--- config.mk ---
export PLATFORM = sky130hd
export DESIGN_NAME = fan_lock_guard
export DESIGN_NICKNAME = d
export VERILOG_FILES = /design/src/rtl/fan_lock_pkg.sv /design/src/rtl/fan_lock_tick_counter.sv /design/src/rtl/fan_lock_fsm.sv /design/src/rtl/fan_lock_guard.sv
export SDC_FILE = /design/constraint.sdc
export NUM_CORES = 1
export LEC_CHECK = 0
export ABC_AREA = 1
export BUFFER_PORTS_ARGS = -buffer_cell sky130_fd_sc_hd__buf_2
export CAP_MARGIN = 20
export CORE_MARGIN = 5
export CORE_UTILIZATION = 55
export DETAILED_ROUTE_END_ITERATION = 10
export PLACE_DENSITY = 0.69
export SYNTH_ARGS = -nofsm -noshare
export SYNTH_HDL_FRONTEND = slang
export SYNTH_SLANG_ARGS = --single-unit
--- constraint.sdc ---
create_clock -name clk -period 3.9 [get_ports clk]
set_input_delay 0.39 -clock clk [delete_from_list [all_inputs] [get_ports clk]]
set_output_delay 0.39 -clock clk [all_outputs]
set_load 0.01 [all_outputs]
--- src/rtl/fan_lock_pkg.sv ---
package fan_lock_pkg;

    typedef enum logic [1:0] {
        ST_RUN     = 2'd0,
        ST_LOCKOFF = 2'd1,
        ST_RETRY   = 2'd2
    } lock_state_e;

    function automatic int cnt_width(input int a, input int b);
        int m;
        m = (a > b) ? a : b;
        return $clog2(m + 1);
    endfunction

endpackage

--- src/rtl/fan_lock_tick_counter.sv ---
module fan_lock_tick_counter #(
    parameter int CW      = 8,
    parameter int RST_VAL = 1
) (
    input  logic          clk,
    input  logic          rst,
    input  logic          tick,
    input  logic          load,
    input  logic [CW-1:0] load_val,
    output logic          expire
);
    logic [CW-1:0] cnt;

    always_ff @(posedge clk) begin
        if (rst) begin
            cnt <= CW'(RST_VAL);
        end else if (load) begin
            cnt <= load_val;
        end else if (tick && cnt != '0) begin
            cnt <= cnt - CW'(1);
        end
    end

    assign expire = tick && (cnt == CW'(1));

    AST_CNT_NONZERO: assert property (@(posedge clk) disable iff (rst)
        cnt != '0);
    AST_HOLD_NO_TICK: assert property (@(posedge clk) disable iff (rst)
        (!tick && !load) |=> $stable(cnt));

endmodule

--- src/rtl/fan_lock_fsm.sv ---
module fan_lock_fsm
    import fan_lock_pkg::*;
#(
    parameter int CW        = 8,
    parameter int DET_TICKS = 5,
    parameter int OFF_TICKS = 48
) (
    input  logic          clk,
    input  logic          rst,
    input  logic          hall_xing,
    input  logic          expire,
    output logic          load,
    output logic [CW-1:0] load_val,
    output lock_state_e   state,
    output logic          restart_req
);
    localparam logic [CW-1:0] DET_V = CW'(DET_TICKS);
    localparam logic [CW-1:0] OFF_V = CW'(OFF_TICKS);

    lock_state_e nxt;
    logic        rr_nxt;

    always_comb begin
        nxt      = state;
        load     = 1'b0;
        load_val = DET_V;
        rr_nxt   = 1'b0;
        unique case (state)
            ST_RUN: begin
                if (hall_xing) begin
                    load = 1'b1;
                end else if (expire) begin
                    nxt      = ST_LOCKOFF;
                    load     = 1'b1;
                    load_val = OFF_V;
                end
            end
            ST_LOCKOFF: begin
                if (expire) begin
                    nxt    = ST_RETRY;
                    load   = 1'b1;
                    rr_nxt = 1'b1;
                end
            end
            ST_RETRY: begin
                if (hall_xing) begin
                    nxt  = ST_RUN;
                    load = 1'b1;
                end else if (expire) begin
                    nxt      = ST_LOCKOFF;
                    load     = 1'b1;
                    load_val = OFF_V;
                end
            end
            default: begin
                nxt  = ST_RUN;
                load = 1'b1;
            end
        endcase
    end

    always_ff @(posedge clk) begin
        if (rst) begin
            state       <= ST_RUN;
            restart_req <= 1'b0;
        end else begin
            state       <= nxt;
            restart_req <= rr_nxt;
        end
    end

    AST_RESTART_AFTER_OFF: assert property (@(posedge clk) disable iff (rst)
        restart_req |-> ($past(state) == ST_LOCKOFF && state == ST_RETRY));
    AST_RESTART_PULSE: assert property (@(posedge clk) disable iff (rst)
        restart_req |=> !restart_req);
    AST_HALL_IGNORED_OFF: assert property (@(posedge clk) disable iff (rst)
        (state == ST_LOCKOFF && !expire) |=> state == ST_LOCKOFF);
    AST_RETRY_RESUME: assert property (@(posedge clk) disable iff (rst)
        (state == ST_RETRY && hall_xing) |=> state == ST_RUN);
    AST_RUN_HOLD: assert property (@(posedge clk) disable iff (rst)
        (state == ST_RUN && hall_xing) |=> state == ST_RUN);

endmodule

--- src/rtl/fan_lock_guard.sv ---
module fan_lock_guard
    import fan_lock_pkg::*;
#(
    parameter int DET_TICKS = 750,
    parameter int OFF_TICKS = 7000
) (
    input  logic clk,
    input  logic rst,
    input  logic tick,
    input  logic hall_xing,
    output logic hs_off,
    output logic rd_pull_en,
    output logic restart_req
);
    localparam int CW = cnt_width(DET_TICKS, OFF_TICKS);

    logic          load;
    logic [CW-1:0] load_val;
    logic          expire;
    lock_state_e   state;

    fan_lock_tick_counter #(
        .CW      (CW),
        .RST_VAL (DET_TICKS)
    ) u_cnt (
        .clk      (clk),
        .rst      (rst),
        .tick     (tick),
        .load     (load),
        .load_val (load_val),
        .expire   (expire)
    );

    fan_lock_fsm #(
        .CW        (CW),
        .DET_TICKS (DET_TICKS),
        .OFF_TICKS (OFF_TICKS)
    ) u_fsm (
        .clk         (clk),
        .rst         (rst),
        .hall_xing   (hall_xing),
        .expire      (expire),
        .load        (load),
        .load_val    (load_val),
        .state       (state),
        .restart_req (restart_req)
    );

    always_comb begin
        hs_off     = (state == ST_LOCKOFF);
        rd_pull_en = (state == ST_RUN);
    end

    AST_LOCK_OUTPUTS: assert property (@(posedge clk) disable iff (rst)
        hs_off |-> (!rd_pull_en && !restart_req));
    AST_LOCK_ENTRY: assert property (@(posedge clk) disable iff (rst)
        $rose(hs_off) |-> $past(tick));

endmodule

==> summary.md <==
| Metric | Value |
|---|---|
| Outcome | `finished clean` |
| Count of cell types in the netlist | `28` |
| Setup Fix Bufs, Post-CTS | `0` |
| Setup slack, reg-to-reg | `2.34 ns` |
| Net Sw Power | `0.0871 mW` |
| CP Cell Sequence | `inv_1, ha_1, nand2_1, inv_1, nand2_2, nor2_8, nand2_4, nand2_4, nor2_4, o21ai_1, nand3_1` |
| Leakage | `0.546 nW` |
| Final period util | `40.0%` |
| Delay-heaviest family, CP | `simple AND/OR/NAND/NOR gates` |
| FP Rows | `16` |
| PD cells | `248 mW/mm^2` |
| Arrival time of the worst setup path | `1.73 ns` |
| Ys flop type | `dfxtp_1` |
| Drt via density | `5.37` |
| Antenna violations before repair | `0` |
| Yosys warning count | `0` |
| Multi-input gate area | `758 um^2` |
| Clk sink count | `16` |
| Fill cell count | `184` |
| Resize count post-CTS | `0` |
| Final Skew | `0.0132 ns` |
| Initial Util | `58.6%` |
| Initial DRC count | `19` |
| Die height | `55.9 um` |
| Post-route ant nets | `0` |
| Crit-path max FO | `7` |
| Finished Layout Cells | `192` |
| Synth area leaders | `dfxtp_1 (28%), nand2_1 (12%), nor2_1 (6.1%)` |
| Vias in the first global route | `1,020` |
| Yosys top cell area share | `27.6%` |
| Total global-route track usage | `17.1%` |
| Clock Power Share | `30.0%` |
| Final Routed Wirelength | `2.49 mm` |
| First-pass GRT wire length | `4.34 mm` |
| Max-slew violations | `0` |
| Sequential fraction of design power | `56.9%` |
| TritonCTS Buffers | `3` |
| CP endpoint kind | `flop` |
| Grt total ovfl | `0` |
| Die ar. | `0.00313 mm^2` |
| Largest net degree at the start of global routing | `13` |
| Sw frac | `28.7%` |
| Internal cell power | `0.216 mW` |
| CTS tree | `built` |
| Layout Nets | `174` |
| Die W | `55.9 um` |
| Critical path's slowest cell | `dfxtp_1` |
| Worst R2R Start | `u_cnt.cnt[1]` |
| Share of cells above drive strength 1 | `22.4%` |
| DRC viols | `0` |
| Max_cap viols | `0` |
| Post-layout min period | `1.56 ns` |
| Hold EP | `u_cnt.cnt[8]` |
| Post-DP HPWL | `1.95 mm` |
| Register area | `320 um^2` |
| Synth Area per Inst | `7.35 um^2` |
| Hold path start | `rst` |
| Wirelength per Cell | `13.0 um` |
| Critical path class | `flop to flop` |
| Antenna diode count | `0` |
| Overall Power | `0.303 mW` |
| Count leader, synth | `nand2_1` |
| Reg-to-reg endpoint | `u_cnt.cnt[7]` |
| Vias | `1,031` |
| EDFF count, synth | `0` |
| Final Hold Viols | `0` |
| Critical path required time | `4.07 ns` |
| Slowest cell delay on critical path | `0.33 ns` |
| Hold Slack | `0.386 ns` |
| Post-Syn Area | `0.00116 mm^2` |
| CTS root buffer | `clkbuf_4` |
| Core area | `0.00198 mm^2` |
| Port Buffers | `6` |
| Seq cells post-synth | `16` |
| Crit start category | `flop` |
| RSZ-0062 raised after global routing | `false` |
| Clock Latency Late Sink | `0.30 ns` |
| Final setup fails | `0` |
| Fraction of registers with async set/reset | `0%` |
| Hold depth | `2` |
| Synth area leader | `dfxtp_1` |
| Placed cell count | `189` |
| Sequential area share after synthesis | `27.6%` |
| Clock Path Buffers | `2` |
| GPL Wtd Cong | `0.868` |
| Worst Reg2Reg Path Length in Cells | `11` |
| Combinational share of power | `13.1%` |
| Hold Buf Count CTS | `0` |
| Synth top cells by count | `nand2_1 (38), nor2_1 (19), dfxtp_1 (16), inv_1 (16), nand3_1 (14)` |
| Final core utilization | `61.8%` |
| Slew @ Worst Pin | `0.362 ns` |
| Clk slew on worst S/H paths | `0.10 ns` |
| Ports | `7` |
| Number of H-tree levels | `1` |
| Setup tns final | `0 ns` |
| Crit path buffers/inverters | `2` |
| Slew margin rel. | `75.6%` |
| Worst ir drop on vdd | `0.146 mV` |
| Synth Instances | `158` |
| TritonRoute pass-1 iters | `4` |
| Net Count, Synth | `165` |
| Worst hold path class | `input pin to flop` |
| Synthesis-to-finish area growth | `5.50%` |
| Fmax | `641 MHz` |
[cells in the final DEF, fill, tap and decap left out]
master    netlist  layout
buf_2           0       6
nor2_4          5       5
nor2_1         19      19
nor2_2          3       3
nand2_8         1       1
clkbuf_4        0       3
nand2_2         3       3
or2_0           1       1
nand4_1         1       1
inv_1          16      16
a21oi_1         8       8
o21ai_2         1       1
o21ai_0         1       1
ha_1            3       3
nor3_1          1       1
nand3_2         2       2
o211ai_2        1       1
dfxtp_1        16      16
nand2_1        38      38
a21oi_2         2       2
xnor2_1         1       1
a21oi_4         2       2
o21ai_1         5       5
nand3b_1        2       2
nand2_4         6       6
nor4_1          2       2
nor2_8          2       2
nand3_1        14      14
[per-layer routing]
metal | vias up | routed length, um | part of all wire, % | global-route usage, %
met5 | - | 0 | 0 | 0
met4 | 0 | 82 | 3.3 | 10.8
met3 | 13 | 98 | 3.9 | 3.25
met2 | 21 | 1130 | 45 | 27.7
met1 | 472 | 1180 | 47 | 20.6
li1 | 525 | - | - | -
[cells by family (layout without fill, tap and decap cells)]
logic type | Yosys count | in the layout | share of synthesized area (%)
AO/OA/AOI/OAI | 20 | 20 | 12.2
XOR/XNOR | 1 | 1 | 0.754
adder cells (fa/ha/maj) | 3 | 3 | 3.23
buffers and inverters | 18 | 25 | 7.11
flip-flops | 16 | 16 | 27.6
AND/OR/NAND/NOR | 100 | 100 | 49.1
[registers in the layout, summed over array words and instances, names as in the netlist]
name	count
u_cnt.cnt	13
u_fsm.restart_req	1
u_fsm.state	2
[final cells by class]
cell class / count / share of cell area, %
Timing Repair Buffer: 6 / 2.45
Tap cell: 27 / 2.76
Clock buffer: 3 / 1.84
Multi-Input combinational cell: 124 / 61.9
Inverter: 16 / 4.90
Sequential cell: 16 / 26.1
[through the flow]
stage               area [um^2]  setup slack [ns]
floorplan                  1160              2.50
global placement           1200              2.34
detailed placement         1200              2.31
CTS                        1220              2.33
global route               1220              2.20
finish                     1220              2.34
[power by group through the flow]
stage	logic (mW)	registers (mW)	clock network, mW
after floorplan	0.0329	0.175	0
after detailed placement	0.0397	0.176	0
after global placement	0.0395	0.176	0
after global routing	0.0443	0.173	0.101
final	0.0398	0.173	0.0910
after CTS	0.0398	0.172	0.0926
[worst max-delay path by stage]
stage,startpoint,to,slack [ns],depth (start not counted)
2_1_floorplan,u_cnt.cnt[1],u_cnt.cnt[5],2.50,11
3_3_place_gp,hall_xing,u_cnt.cnt[3],2.34,9
4_1_cts,u_cnt.cnt[1],u_cnt.cnt[3],2.33,12
6_report,u_cnt.cnt[1],u_cnt.cnt[7],2.34,11
3_5_place_dp,hall_xing,u_cnt.cnt[3],2.31,9
5_1_grt,u_cnt.cnt[0],u_cnt.cnt[12],2.20,9
No activity file was read; power rests on OpenSTA's default activity.
